`config.mk`:
```
export PLATFORM = sky130hd
export DESIGN_NAME = chg_delay_timer
export DESIGN_NICKNAME = d
export VERILOG_FILES = /design/src/rtl/chg_delay_pkg.sv /design/src/rtl/chg_delay_detect.sv /design/src/rtl/chg_delay_count.sv /design/src/rtl/chg_delay_timer.sv
export SDC_FILE = /design/constraint.sdc
export NUM_CORES = 1
export LEC_CHECK = 0
export ABC_AREA = 1
export CORE_ASPECT_RATIO = 1.25
export CORE_MARGIN = 3
export CORE_UTILIZATION = 40
export CTS_CLUSTER_DIAMETER = 60
export DETAILED_ROUTE_END_ITERATION = 7
export SYNTH_ARGS = -nofsm -noshare
export SYNTH_HDL_FRONTEND = slang
export SYNTH_SLANG_ARGS = --single-unit
```
`constraint.sdc`:
```
create_clock -name clk_i -period 2.9 [get_ports clk_i]
set_input_delay 0.29 -clock clk_i [delete_from_list [all_inputs] [get_ports clk_i]]
set_output_delay 0.29 -clock clk_i [all_outputs]
set_load 0.05 [all_outputs]
```
`src/rtl/chg_delay_pkg.sv`:
```
package chg_delay_pkg;
  parameter int unsigned DFLT_WIDTH = 8;
endpackage

```
`src/rtl/chg_delay_detect.sv`:
```
module chg_delay_detect #(
  parameter int unsigned WIDTH = chg_delay_pkg::DFLT_WIDTH
) (
  input  logic             clk_i,
  input  logic             rst_ni,
  input  logic [WIDTH-1:0] value_i,
  output logic             chg_o
);
  logic [WIDTH-1:0] prev_q;

  always_ff @(posedge clk_i or negedge rst_ni) begin
    if (!rst_ni) prev_q <= '0;
    else         prev_q <= value_i;
  end

  assign chg_o = (value_i != prev_q);

  // after a change is taken, only a further input change flags again
  a_r4_no_spurious_reload: assert property (@(posedge clk_i) disable iff (!rst_ni)
    chg_o |=> (chg_o == (value_i != $past(value_i))));
endmodule

```
`src/rtl/chg_delay_count.sv`:
```
module chg_delay_count #(
  parameter int unsigned WIDTH = chg_delay_pkg::DFLT_WIDTH
) (
  input  logic             clk_i,
  input  logic             rst_ni,
  input  logic             load_i,
  input  logic [WIDTH-1:0] load_val_i,
  output logic             zero_o
);
  logic [WIDTH-1:0] cnt_q;
  logic [WIDTH-1:0] cnt_d;

  always_comb begin
    cnt_d = cnt_q;
    if (load_i)           cnt_d = load_val_i;
    else if (cnt_q != '0) cnt_d = cnt_q - 1'b1;
  end

  always_ff @(posedge clk_i or negedge rst_ni) begin
    if (!rst_ni) cnt_q <= '0;
    else         cnt_q <= cnt_d;
  end

  assign zero_o = (cnt_q == '0);

  a_r5_reload: assert property (@(posedge clk_i) disable iff (!rst_ni)
    load_i |=> (cnt_q == $past(load_val_i)));

  a_r3_decrement: assert property (@(posedge clk_i) disable iff (!rst_ni)
    (!load_i && cnt_q != '0) |=> (cnt_q == $past(cnt_q) - 1'b1));

  a_r7_no_wrap: assert property (@(posedge clk_i) disable iff (!rst_ni)
    (!load_i && zero_o) |=> zero_o);
endmodule

```
`src/rtl/chg_delay_timer.sv`:
```
module chg_delay_timer #(
  parameter int unsigned WIDTH = chg_delay_pkg::DFLT_WIDTH
) (
  input  logic             clk_i,
  input  logic             rst_ni,
  input  logic [WIDTH-1:0] value_i,
  output logic             ready_o
);
  logic chg;

  chg_delay_detect #(.WIDTH(WIDTH)) u_detect (
    .clk_i   (clk_i),
    .rst_ni  (rst_ni),
    .value_i (value_i),
    .chg_o   (chg)
  );

  chg_delay_count #(.WIDTH(WIDTH)) u_count (
    .clk_i      (clk_i),
    .rst_ni     (rst_ni),
    .load_i     (chg),
    .load_val_i (value_i),
    .zero_o     (ready_o)
  );

  a_r6_zero_change: assert property (@(posedge clk_i) disable iff (!rst_ni)
    (chg && value_i == '0) |=> ready_o);

  a_r2_busy_on_change: assert property (@(posedge clk_i) disable iff (!rst_ni)
    (chg && value_i != '0) |=> !ready_o);

  always_comb begin
    if (!rst_ni) a_r1_reset_ready: assert (ready_o);
  end
endmodule

```
==> impl_metrics.yaml <==
clock_network:
  cts.sinks: 16
  holdBufCountCts: 0
  cts_max_path_buffers: 2
  cts.repair.resized: 0
  cts_tree: "done"
  htree_levels: 1
  post_cts_buffers: 0
  clk_latency_ns: 0.28
  cts-buffers-inserted: 3
  cts-root-buf: "clkbuf_4"
  clk_pin_slew_ns: 0.09
critical_path:
  slowest_delay_ns: 0.82
  path_buf_inv: 2
  crit_chain: "inv_1 > ha_1 > nand2_2 > nor2_8 > clkdlybuf4s50_1"
  cp.arrival_ns: 2.11
  crit_cells: 5
  crit_family: "buffers and inverters"
  cp.required_ns: 2.61
  criticalPathCategory: "register to output pin"
  worstRegToRegCells: 7
  slowest_stage: "clkdlybuf4s50_1"
  crit_fanout: 5
  worstSetupStartpointType: "register"
  cp-end-kind: "output pin"
logic_synthesis:
  synth_cell_types: 19
  ys_top_cells_by_area: "dfrtp_1, nand2_1, xnor2_1"
  yosysSeqAreaShare_pct: 45.6
  synth_top_area_cell: "dfrtp_1"
  synth_edf_count: 0
  synthTopCellsByCount: "nand2_1, dfrtp_1, inv_1, xnor2_1"
  synth_nets: 117
  yosys_warnings: 0
  ys_async_sr_fraction_pct: 100
  yosysTopAreaCellShare_pct: 45.6
  syn_area_um2: 878
  synthFlopType: "dfrtp_1"
  synthMostInstantiatedCell: "nand2_1"
  avgSynthCellArea_um2: 8.29
  ys_seq_elements: 16
  synth_cells: 106
global_routing:
  grt_pass1_vias: 618
  grt_max_degree: 17
  antenna_found_initial: 0
  gr-total-overflow: 0
  grtUsageTotal_pct: 12.9
  grt_pass1_wl_mm: 2.58
final_layout:
  area_growth_pct: 18.4
  drive_gt1_share_pct: 14.2
  fin_area_um2: 1040
  final_core_util_pct: 51.3
  fin_nets: 132
  fillers: 198
  multi_input_area_um2: 418
  n_antenna_cell: 0
  ff_latch_area_um2: 400
timing:
  clock.fmax_ghz: 0.416
  maxSlewHeadroom_pct: 53.8
  setup_viol: 0
  tns_ns: 0
  clock-skew-final_ns: 0.00636
  finalCriticalPeriod_ns: 2.40
  hold_slack_ns: 0.412
  finalHoldViolations: 0
  slew_viol_final: 0
  tightest_slew_ns: 0.690
  period_share_pct: 82.8
  rsz0062_at_grt: "no"
pwr:
  powerDensity_nw_per_um2: 433
  ir_worst_vdd_mv: 0.330
  leakage_nw: 0.550
route:
  ant_nets: 0
  route.detailed.drc: 0
  routed_wl_mm: 1.43
  viasPerCell: 4.66
  wire_per_inst_um: 10.2
  vias: 653
  drtPass1Iterations: 4
  drt_iter0_drc: 6
floorplanning:
  start_util_pct: 43.3
  fp-row-count: 18
  die_y_um: 58.4
  core_area_um2: 2030
  die_w_um: 47.9
  die_area_um2: 2800
  io_pins: 11
placed_design:
  place_congestion: 0.822
  hpwl_mm: 1.14
  dpl_cell_area_um2: 1000
  port_buffers: 10
min_path:
  worstHoldPathType: "input port to async pin"
job:
  cap_violations: 0
run_status:
  status: "completed"
metal layers:
metal	GRT usage, %	part of all wire (%)	up-vias
li1	-	-	347
met1	19.5	49	291
met2	16.8	46	11
met3	2.14	3.0	4
met4	7.69	1.9	0
met5	0	0	-
cell type report:
cell class | instances | share of cell area (%)
Multi-Input combinational cell | 74 | 40.2
Tap cell | 20 | 2.41
Timing Repair Buffer | 10 | 9.63
Clock buffer | 4 | 3.49
Inverter | 16 | 5.78
Sequential cell | 16 | 38.5
power breakdown:
part / internal (mW) / total, mW / leakage, nW / switching, mW
logic: 0.0292 / 0.0633 / 0.343 / 0.0341
clock network: 0.0764 / 0.144 / 0.0210 / 0.0676
registers: 0.235 / 0.243 / 0.186 / 0.00852
cell families after synthesis:
family	after synthesis	synth area share (%)
DFF	16	45.6
adders and majority gates	1	1.42
buffers and inverters	16	6.84
AOI/OAI and AO/OA	1	0.855
and+or+nand+nor	62	35.3
xor gates and xnor gates	10	9.97
metrics by stage:
stage | total power [mW] | setup slack, ns | std cells
CTS | 0.456 | 0.488 | 140
finish | 0.450 | 0.498 | 140
floorplan | 0.285 | 1.51 | 106
global route | 0.477 | 0.404 | 140
detailed placement | 0.311 | 0.819 | 136
global placement | 0.310 | 0.851 | 136
flip-flops by register name (all words and copies together), names as in the netlist:
name,cells
u_count.cnt_q,8
u_detect.prev_q,8
worst reg2reg max path, delay by kind of cell (launching register included):
| kind | cells | cell delay (ns) |
|---|---|---|
| DFF | 1 | 0.43 |
| adders and majority gates | 1 | 0.21 |
| buffers and inverters | 1 | 0.07 |
| and+or+nand+nor | 5 | 0.56 |
final timing paths:
path                                  start                 end  slack, ns
min                                  rst_ni  u_detect.prev_q[4]       0.41
max in group asynchronous            rst_ni  u_detect.prev_q[1]       2.04
min in group clk_i               value_i[1]  u_detect.prev_q[1]       0.51
max                        u_count.cnt_q[0]             ready_o       0.50
max reg2reg                u_count.cnt_q[0]    u_count.cnt_q[0]       1.52
min reg2reg                u_count.cnt_q[1]    u_count.cnt_q[1]       0.53
layout by cell type (no fill, tap or decap):
master           count
nand2_1             41
dfrtp_1             16
inv_1               14
clkdlybuf4s50_1     10
xnor2_1              7
nor2_1               4
nand3_1              4
nor2_2               3
xor2_1               3
clkbuf_4             3
nand2_2              2
nand3_2              2
nor2_4               2
nor2_8               1
o211ai_1             1
nand2_4              1
clkinv_1             1
nor3_2               1
nand4_1              1
inv_2                1
ha_1                 1
clkbuf_8             1
Note: power is estimated with default switching activity, not from simulation.
